===== src/rtl/dma_pkg.sv =====
package dma_pkg;
  typedef enum logic [2:0] {
    ST_IDLE,
    ST_RUN,
    ST_REQ,
    ST_BURST,
    ST_DONE,
    ST_ERR
  } dma_st_e;
endpackage


===== src/rtl/dma_fifo.sv =====
module dma_fifo #(
  parameter int DW = 32,
  parameter int DEPTH = 4,
  localparam int PW = $clog2(DEPTH),
  localparam int CW = $clog2(DEPTH + 1)
) (
  input  logic          clk,
  input  logic          rst,
  input  logic          wr_en,
  input  logic [DW-1:0] wr_data,
  input  logic          rd_en,
  output logic [DW-1:0] rd_data,
  output logic [CW-1:0] count
);
  logic [DW-1:0] mem [DEPTH];
  logic [PW-1:0] wptr, rptr;
  logic push, pop;

  assign push = wr_en && (count != CW'(DEPTH));
  assign pop  = rd_en && (count != '0);
  assign rd_data = mem[rptr];

  always_ff @(posedge clk) begin
    if (push) mem[wptr] <= wr_data;
  end

  always_ff @(posedge clk) begin
    if (rst) begin
      wptr  <= '0;
      rptr  <= '0;
      count <= '0;
    end else begin
      if (push) wptr <= wptr + PW'(1);
      if (pop)  rptr <= rptr + PW'(1);
      if (push && !pop) count <= count + CW'(1);
      else if (pop && !push) count <= count - CW'(1);
    end
  end

  AST_NO_OVERFLOW: assert property (@(posedge clk) disable iff (rst) count <= CW'(DEPTH));
endmodule


===== src/rtl/dma_chan.sv =====
module dma_chan
  import dma_pkg::*;
#(
  parameter int AW = 32,
  parameter int LW = 16,
  parameter int DEPTH = 4,
  parameter bit IS_OUT = 1'b0,
  localparam int CW = $clog2(DEPTH + 1)
) (
  input  logic          clk,
  input  logic          rst,
  input  logic          ctl_wr,
  input  logic          ctl_enable,
  input  logic          ctl_pause,
  input  logic [AW-1:0] ctl_base,
  input  logic [LW-1:0] ctl_len,
  input  logic [CW-1:0] fifo_lvl,
  input  logic          gnt,
  input  logic          ack,
  input  logic          abort,
  output logic          req,
  output logic          burst,
  output logic [AW-1:0] addr,
  output logic [CW-1:0] blen,
  output logic          done,
  output logic          err
);
  dma_st_e       st;
  logic          enable_q, pause_q;
  logic [LW-1:0] remain;
  logic [CW-1:0] left;
  logic [CW-1:0] bsz;
  logic          ready;
  logic          stop_wr;

  assign stop_wr = ctl_wr && !ctl_enable;
  assign bsz = (remain < LW'(DEPTH)) ? CW'(remain) : CW'(DEPTH);

  generate
    if (IS_OUT) begin : g_out
      assign ready = fifo_lvl >= bsz;
    end else begin : g_in
      assign ready = (CW'(DEPTH) - fifo_lvl) >= bsz;
    end
  endgenerate

  assign req   = (st == ST_REQ);
  assign burst = (st == ST_BURST);

  always_ff @(posedge clk) begin
    if (rst) begin
      st       <= ST_IDLE;
      enable_q <= 1'b0;
      pause_q  <= 1'b0;
      addr     <= '0;
      remain   <= '0;
      left     <= '0;
      blen     <= '0;
      done     <= 1'b0;
      err      <= 1'b0;
    end else if (stop_wr) begin
      st       <= ST_IDLE;
      enable_q <= 1'b0;
      pause_q  <= ctl_pause;
      addr     <= '0;
      remain   <= '0;
      left     <= '0;
      done     <= 1'b0;
      err      <= 1'b0;
    end else begin
      if (ctl_wr) pause_q <= ctl_pause;
      if (ctl_wr && !enable_q) begin
        enable_q <= 1'b1;
        addr     <= ctl_base;
        remain   <= ctl_len;
        done     <= (ctl_len == '0);
        st       <= (ctl_len == '0) ? ST_DONE : ST_RUN;
      end else begin
        case (st)
          ST_RUN: begin
            if (!pause_q && ready && remain != '0) begin
              st   <= ST_REQ;
              blen <= bsz;
              left <= bsz;
            end
          end
          ST_REQ: begin
            if (abort) begin
              st  <= ST_ERR;
              err <= 1'b1;
            end else if (gnt) begin
              st <= ST_BURST;
            end
          end
          ST_BURST: begin
            if (abort) begin
              st  <= ST_ERR;
              err <= 1'b1;
            end else if (ack) begin
              addr   <= addr + AW'(4);
              remain <= remain - LW'(1);
              left   <= left - CW'(1);
              if (left == CW'(1)) begin
                if (remain == LW'(1)) begin
                  st   <= ST_DONE;
                  done <= 1'b1;
                end else begin
                  st <= ST_RUN;
                end
              end
            end
          end
          default: ;
        endcase
      end
    end
  end

  AST_REQ_HOLD: assert property (@(posedge clk) disable iff (rst)
    req && !gnt && !abort && !stop_wr |=> req);
  AST_ERR_QUIET: assert property (@(posedge clk) disable iff (rst)
    err |-> !req && !burst);
  AST_ADDR_STEP: assert property (@(posedge clk) disable iff (rst)
    burst && ack && !abort && !stop_wr |=> addr == $past(addr) + AW'(4));

  generate
    if (IS_OUT) begin : g_out_chk
      AST_OUT_FULL: assert property (@(posedge clk) disable iff (rst)
        $rose(req) |-> fifo_lvl >= blen);
    end
  endgenerate
endmodule


===== src/rtl/dual_dma_ctrl.sv =====
module dual_dma_ctrl #(
  parameter int AW = 32,
  parameter int LW = 16,
  parameter int DW = 32,
  parameter int DEPTH = 4,
  localparam int CW = $clog2(DEPTH + 1)
) (
  input  logic          clk,
  input  logic          rst,
  input  logic [1:0]    ctl_wr,
  input  logic          ctl_enable,
  input  logic          ctl_pause,
  input  logic [AW-1:0] ctl_base,
  input  logic [LW-1:0] ctl_len,
  input  logic          lw_en,
  input  logic [DW-1:0] lw_data,
  input  logic          lr_en,
  output logic [DW-1:0] lr_data,
  output logic          bus_req,
  output logic          bus_write,
  output logic [AW-1:0] bus_addr,
  output logic [CW-1:0] bus_blen,
  output logic [DW-1:0] bus_wdata,
  input  logic          bus_gnt,
  input  logic          bus_ack,
  input  logic [DW-1:0] bus_rdata,
  input  logic          bus_mabort,
  input  logic          bus_tabort,
  output logic [5:0]    status
);
  logic [1:0]    req_c, burst_c, done_c, err_c, gnt_c, ack_c, abt_c;
  logic [AW-1:0] addr_c [2];
  logic [CW-1:0] blen_c [2];
  logic [CW-1:0] lvl_c  [2];
  logic          sel_out;
  logic          abort;

  assign abort   = bus_mabort || bus_tabort;
  assign sel_out = burst_c[1] || (!burst_c[0] && !req_c[0]);

  assign bus_req   = sel_out ? req_c[1] : req_c[0];
  assign bus_write = sel_out;
  assign bus_addr  = sel_out ? addr_c[1] : addr_c[0];
  assign bus_blen  = sel_out ? blen_c[1] : blen_c[0];

  assign gnt_c = {bus_gnt && sel_out, bus_gnt && !sel_out};
  assign ack_c = {bus_ack && sel_out, bus_ack && !sel_out};
  assign abt_c = {abort && sel_out, abort && !sel_out};

  dma_fifo #(.DW(DW), .DEPTH(DEPTH)) u_in_fifo (
    .clk(clk), .rst(rst),
    .wr_en(bus_ack && burst_c[0]), .wr_data(bus_rdata),
    .rd_en(lr_en), .rd_data(lr_data), .count(lvl_c[0])
  );

  dma_fifo #(.DW(DW), .DEPTH(DEPTH)) u_out_fifo (
    .clk(clk), .rst(rst),
    .wr_en(lw_en), .wr_data(lw_data),
    .rd_en(bus_ack && burst_c[1]), .rd_data(bus_wdata), .count(lvl_c[1])
  );

  generate
    for (genvar c = 0; c < 2; c++) begin : g_chan
      dma_chan #(.AW(AW), .LW(LW), .DEPTH(DEPTH), .IS_OUT(c == 1)) u_chan (
        .clk(clk), .rst(rst),
        .ctl_wr(ctl_wr[c]), .ctl_enable(ctl_enable), .ctl_pause(ctl_pause),
        .ctl_base(ctl_base), .ctl_len(ctl_len),
        .fifo_lvl(lvl_c[c]),
        .gnt(gnt_c[c]), .ack(ack_c[c]), .abort(abt_c[c]),
        .req(req_c[c]), .burst(burst_c[c]),
        .addr(addr_c[c]), .blen(blen_c[c]),
        .done(done_c[c]), .err(err_c[c])
      );
    end
  endgenerate

  always_ff @(posedge clk) begin
    if (rst) status <= 6'b000100;
    else status <= {err_c[1], err_c[0], (lvl_c[1] == CW'(DEPTH)),
                    (lvl_c[0] == '0), done_c[1], done_c[0]};
  end

  AST_IN_ROOM: assert property (@(posedge clk) disable iff (rst)
    bus_ack && burst_c[0] |-> lvl_c[0] != CW'(DEPTH));
  AST_PRIO: assert property (@(posedge clk) disable iff (rst)
    bus_gnt && !abort && req_c[0] && !burst_c[1] |=> burst_c[0]);
  AST_ONE_BURST: assert property (@(posedge clk) disable iff (rst)
    !(burst_c[0] && burst_c[1]));
endmodule


===== config.mk =====
export PLATFORM = sky130hd
export DESIGN_NAME = dual_dma_ctrl
export DESIGN_NICKNAME = d
export VERILOG_FILES = /design/src/rtl/dma_pkg.sv /design/src/rtl/dma_fifo.sv /design/src/rtl/dma_chan.sv /design/src/rtl/dual_dma_ctrl.sv
export SDC_FILE = /design/constraint.sdc
export NUM_CORES = 1
export LEC_CHECK = 0
export ABC_CLOCK_PERIOD_IN_PS = 3000
export BUFFER_PORTS_ARGS = -buffer_cell sky130_fd_sc_hd__clkbuf_2
export CAP_MARGIN = 20
export CORE_MARGIN = 1.5
export CORE_UTILIZATION = 52
export CTS_CLUSTER_DIAMETER = 40
export DETAILED_ROUTE_END_ITERATION = 10
export MAX_ROUTING_LAYER = met4
export PLACE_DENSITY = 0.79
export SKIP_CTS_REPAIR_TIMING = 1
export SYNTH_ARGS = -nofsm -noshare
export SYNTH_HDL_FRONTEND = slang
export SYNTH_SLANG_ARGS = --single-unit

===== constraint.sdc =====
create_clock -name clk -period 3 [get_ports clk]
set_input_delay 0.6 -clock clk [delete_from_list [all_inputs] [get_ports clk]]
set_output_delay 0.6 -clock clk [all_outputs]
set_load 0.01 [all_outputs]

Yosys cells after proc, flatten, opt, wreduce, memory -nomap -nowiden
Memories as Yosys holds them, arrays and structs flattened. A register that Yosys moved wholly into a read port is not among the register bits.
Index checks and enable logic that the tools add are counted.
{"block": "totals", "mem_bits_ro": 0, "latch_bits": 0, "elab_cells": 232, "ff_bits": 142, "input_bits": 124, "out_inout_bits": 107, "n_memories": 2, "mem_bits_rw": 256}
{"name": "u_in_fifo.mem", "depth": 4, "word_bits": 32, "read_ports": 1, "rd_ports_with_merged_regs": 1, "write_ports": 1, "line_no": "dma_fifo.sv:15", "rtl": "logic [DW-1:0] mem [DEPTH];"}
{"name": "u_out_fifo.mem", "depth": 4, "word_bits": 32, "read_ports": 1, "rd_ports_with_merged_regs": 1, "write_ports": 1, "line_no": "dma_fifo.sv:15"}
{"block": "op_classes", "div": 0, "reduce_logical": 77, "n_shift": 0, "mux": 76, "n_bitwise": 4, "n_mul": 0, "eq_ne": 29, "add_sub_neg": 15, "magnitude_cmp": 4}
{"op": "$mux 32", "n": 9}
{"op": "$mux 16", "n": 8}
{"op": "$mux 3", "n": 30}
{"op": "$add 32x3->32 const B", "n": 2}
{"op": "$eq 16x1->1 const B", "n": 2}
{"op": "$lt 16x3->1 const B", "n": 2}
{"op": "$reduce_bool 16->1", "n": 2}
{"op": "$sub 16x1->16 const B", "n": 2}
{"op": "$reduce_and 5->1", "n": 6}
{"op": "$reduce_bool 2->1", "n": 14}
{"op": "$logic_and 1x1->1", "n": 25}
{"op": "$mux 1", "n": 21}
{"op": "$pmux 3 s3", "n": 2}
{"op": "$logic_not 16->1", "n": 1}
{"op": "$ne 4x2->1 const B", "n": 4}
{"op": "$eq 3x1->1 const B", "n": 4}
{"op": "$eq 3x2->1 const B", "n": 4}
{"op": "$logic_not 1->1", "n": 12}
{"op": "$pmux 3 s2", "n": 2}
{"op": "$reduce_and 3->1", "n": 4}
{"op": "$sub 3x1->3 const B", "n": 4}
{"op": "$add 2x1->2 const B", "n": 4}
{"op": "$mux 2", "n": 4}
{"op": "$ne 2x1->1 const B", "n": 4}
{"op": "other kinds (15)", "n": 33}

Logic depth before layout (Yosys ltp)
{"block": "logic_depth", "ltp_word": 10, "mapped_depth": 11, "ltp_nobuf": 11}

Cells and area by module
From an unflattened synthesis, not the netlist that was laid out.
{"block": "unflattened", "cells_unflattened": 1347, "area_unflattened_um2": 17874.6}
{"module": "dma_fifo", "instances": 2, "area_each_um2": 5126.2, "cells_each": 213, "seq_area_each_um2": 4023.9}
{"module": "dma_chan (g_chan[1].u_chan)", "instances": 1, "area_each_um2": 3437.0, "cells_each": 440, "seq_area_each_um2": 1221.2}
{"module": "dma_chan (g_chan[0].u_chan)", "instances": 1, "area_each_um2": 3365.7, "cells_each": 414, "seq_area_each_um2": 1221.2}
{"module": "dual_dma_ctrl", "instances": 1, "area_each_um2": 819.5, "cells_each": 67, "seq_area_each_um2": 120.1}

Least setup slack after synthesis
No wires, ideal clock.
{"block": "synth_path", "path_kind": "register -> register", "startpoint": "register g_chan[1].u_chan.remain[3]", "endpoint": "register g_chan[1].u_chan.left[2]", "arrival_time_ps": 2824, "setup_ps": 116, "path_buffers": 1, "required_time_ps": 2884, "stages_incl_launch_ff": 11, "period_less_slack_ps": 2940, "setup_slack_ps": 60, "cell_sequence": "dfxtp_1 or4_4 nor4bb_4 buf_6 nand2_1 ha_1 a211oi_1 a2111o_1 a211oi_2 o21ai_0 a31o_2"}
{"block": "synth_between", "elab_chain_cells": 7, "word_cells_on_any_way": 10, "cone_classes": "order compare (2); eq/ne (1); mux (3); reduce/logical (4)"}
{"item": "start: declaration", "line_no": "dma_chan.sv:30", "rtl": "logic [LW-1:0] remain;"}
{"item": "start signal: assignment", "line_no": "dma_chan.sv:75", "rtl": "remain <= ctl_len;"}
{"item": "start signal: assignment", "line_no": "dma_chan.sv:101", "rtl": "remain <= remain - LW'(1);"}
{"item": "$lt 16x3->1", "line_no": "dma_chan.sv:37", "rtl": "assign bsz = (remain < LW'(DEPTH)) ? CW'(remain) : CW'(DEPTH);"}
{"item": "$mux 3", "line_no": "dma_chan.sv:37"}
{"item": "$ge 3x3->1", "line_no": "dma_chan.sv:41", "rtl": "assign ready = fifo_lvl >= bsz;"}
{"item": "$logic_and 1x1->1 (2 in series)", "line_no": "dma_chan.sv:81", "rtl": "if (!pause_q && ready && remain != '0) begin"}
{"item": "$ne 2x1->1 (no source line)"}
{"item": "$reduce_and 5->1 (no source line)"}
{"item": "end signal: assignment", "line_no": "dma_chan.sv:84", "rtl": "left <= bsz;"}
{"item": "end signal: assignment", "line_no": "dma_chan.sv:102", "rtl": "left <= left - CW'(1);"}
{"item": "end: declaration", "line_no": "dma_chan.sv:31", "rtl": "logic [CW-1:0] left;"}
Parallel ways exist; a longest one is shown, timed or not. The select of a mux whose other input is x is not followed.
A chain may end at the register's enable or synchronous reset.

Worst setup path in the final report
{"block": "layout_path", "startpoint": "register g_chan[1].u_chan.remain[4]", "endpoint": "register g_chan[1].u_chan.left[0]"}
Same word-level chain as after synthesis.

==> impl_results.md <==
* Synth top area share at 44.07%
* Synth warnings at 0
* Worst setup path startpoint: g_chan[1].u_chan.remain[4]
* Power, Total at 0.01445 W
* Vias in the first global route at 11810
* Top FF cell, synth: edfxtp_1
* Worst-Skew Late Latency at 550 ps
* Worst hold path type: input pin to flop
* #FFs+latches synth at 402
* Initial Util at 53.21%
* Max VDD drop at 0.4694 mV
* Yosys cell types at 68
* FFs w/ async S/R, synth at 0%
* First-pass GRT wire length at 62570 um
* Worst-path cell chain: or4_4, nor4bb_4, nand2_1, ha_1, a211oi_2, a2111o_1, a211oi_2, o31ai_1, a32o_1
* Critical Path End Type: flop
* Global Route Usage Sum at 24.04%
* Via count at 11780
* Cells after Synth at 1323
* Max_cap viols at 0
* WL final at 40150 um
* # DRC at 0
* Most used cell, CP: a211oi_2
* Critical-path top delay cell: or4_4
* Count of flip-flops with a built-in enable after synthesis at 256
* Max-slew headroom at 56.22%
* P per Cell Area at 689.1 nW/um2
* 1st-iter DRT viols at 855
* Drt pass-1 iters at 5
* Port bufs at 230
* Buffer levels on the longest clock path at 3
* Largest net degree at the start of global routing at 56
* Maximum fanout along the worst path at 5
* Die X at 186.2 um
* Leakage at 7.508 nW
* Avg Vias per Cell at 5.710
* CP peak stage delay at 570 ps
* Final max-slew violation count at 0
* Synth area leader: edfxtp_1
* Wire per inst at 19.46 um
* Hold Startpoint: bus_rdata[17]
* RSZ-0062 raised after global routing: false
* Startpoint types: flop
* Setup_tns at 0 ps
* Fin util at 63.97%
* Clock transition at path regs at 60 ps
* Sequential share of the synthesized area at 60.82%
* Final Wtd Congestion at 0.8741
* Placement Rows at 66
* Synth top area cells: edfxtp_1, dfxtp_1, mux4_2
* IO Count at 231
* CTS Buf Count at 51
* Area delta synth->final at 20.21%
* Synth Net Count at 1478
* Fin nets at 1733
* ANT nets after route at 0
* Hold Slack at 263.1 ps
* Worst EP required at 3430 ps
* Post-Syn Area at 17450 um2
* Gr ovfl total at 0
* Avg Cell Area, Syn at 13.19 um2
* Core Region at 32780 um2
* H-tree depth at 2
* Initial antenna violation count at 1
* TritonCTS clock tree: built
* Fmax at 349.6 MHz
* Final Hold Fails at 0
* Worst-margin pin slew at 656.7 ps
* Share of cells above drive strength 1 at 29.94%
* Die area at 34660 um2
* Worst Path Arrival at 3290 ps
* Status: complete, no violations
* Critical path type: flop to flop
* Clock tree root buffer cell: clkbuf_16
* Dpl hpwl at 26130 um
* Clk_skew at 19.26 ps
* Final min period at 2860 ps
* Setup violations, final at 0
* Die Ht at 186.2 um
* Worst r2r src: g_chan[1].u_chan.remain[4]
* Final worst path period share at 95.34%
* Clock sink count at 402
[kinds of logic (layout without fill, tap and decap cells)]
kind of cell | count (synthesis) | count (layout) | synth area share (%)
and+or+nand+nor | 360 | 360 | 11.05
buffers and inverters | 107 | 404 | 2.503
adders and majority gates | 31 | 31 | 2.309
muxes | 112 | 112 | 11.26
AOI/OAI and AO/OA | 219 | 219 | 7.437
other | 0 | 1 | 0
xor gates and xnor gates | 92 | 92 | 4.619
DFF | 402 | 402 | 60.82
[registers in the layout, summed over array words and instances, names as in the netlist, named ones only]
name and count:
u_in_fifo.rptr 2, g_chan.u_chan.pause_q 2, u_out_fifo.count 3, g_chan.u_chan.done 2, g_chan.u_chan.st 6, g_chan.u_chan.blen 6
u_in_fifo.wptr 2, u_out_fifo.wptr 2, u_out_fifo.mem 128, g_chan.u_chan.enable_q 2, g_chan.u_chan.err 2, status 6
g_chan.u_chan.left 6, g_chan.u_chan.addr 64, g_chan.u_chan.remain 32, u_in_fifo.mem 128, u_in_fifo.count 3, u_out_fifo.rptr 2
[cells in the final DEF, fill, tap and decap left out, types with 32 or more instances in the layout]
cell type / count
clkbuf_16: 52
mux2_2: 34
nor3_1: 32
mux4_2: 64
nand2_1: 65
inv_1: 35
dfxtp_1: 143
clkbuf_2: 230
edfxtp_1: 256
xnor2_1: 52
buf_4: 40
nor2_1: 99
o21ai_0: 74
xor2_1: 40
a21oi_1: 72
[power breakdown]
group	internal (W)	total [W]	switching, W
logic	0.000929	0.00202	0.00109
registers	0.00619	0.00640	0.000203
clock network	0.00372	0.00603	0.00231
total	0.0108	0.0145	0.00361
[per-layer routing]
metal	share of wire (%)	wire (um)	track usage [%]	vias up
met2	49	19640	39.52	496
met5	0	0	-	-
li1	-	-	-	5507
met4	2.7	1099	8.194	0
met3	7.9	3191	4.848	95
met1	40	16220	29.82	5682
[worst max-delay path: cells and delay by family, from the launching register on]
kind / cells / cell delay (ps)
AOI/OAI and AO/OA: 5 / 1110
and+or+nand+nor: 3 / 980
DFF: 1 / 330
adders and majority gates: 1 / 300
[area by class of cell]
class	instances	area (um2)
clock inverters	29	331.6
well taps	442	553.0
repair buffers	274	1531
multi-input cells	814	6424
flip-flops and latches	402	10610
clock buffers	66	1384
diodes	1	2.502
inverters	35	131.4
fillers	2423	11810
[final timing paths]
path                              endpoint  slack [ps]  cells after the start
setup / recovery  g_chan[1].u_chan.left[0]         140                      9
hold / removal        u_in_fifo.mem[0][17]         260                      1
setup reg to reg  g_chan[1].u_chan.left[0]         140                      9
hold reg to reg   g_chan[1].u_chan.addr[0]         460                      2
[synth_stat cells, drive strengths merged (3+ instances only)]
| master | instances |
|---|---|
| or4 | 4 |
| nand3 | 30 |
| clkbuf | 44 |
| a311oi | 5 |
| dfxtp | 146 |
| and4 | 5 |
| nor4 | 21 |
| and2 | 8 |
| nor3 | 36 |
| nand2 | 66 |
| mux4 | 64 |
| a31oi | 4 |
| edfxtp | 256 |
| nand2b | 10 |
| inv | 35 |
| xnor2 | 52 |
| nor2b | 12 |
| mux2 | 34 |
| nor2 | 100 |
| mux2i | 14 |
| a211oi | 34 |
| nand4 | 22 |
| buf | 28 |
| nor3b | 4 |
| or2 | 3 |
| xor2 | 40 |
| a21oi | 74 |
| and3 | 18 |
| nand3b | 5 |
| ha | 29 |
| or3 | 10 |
| o31ai | 5 |
| o21ai | 77 |
[per-stage QoR]
step,setup slack [ps],area [um2],cells
after global routing,13.28,20970,2063
after floorplan,59.71,17450,1323
after CTS,110.2,20940,2060
final,139.9,20970,2063
after detailed placement,127.2,19220,1965
after global placement,175.5,19220,1965
Note: power is estimated with default switching activity, not from simulation.
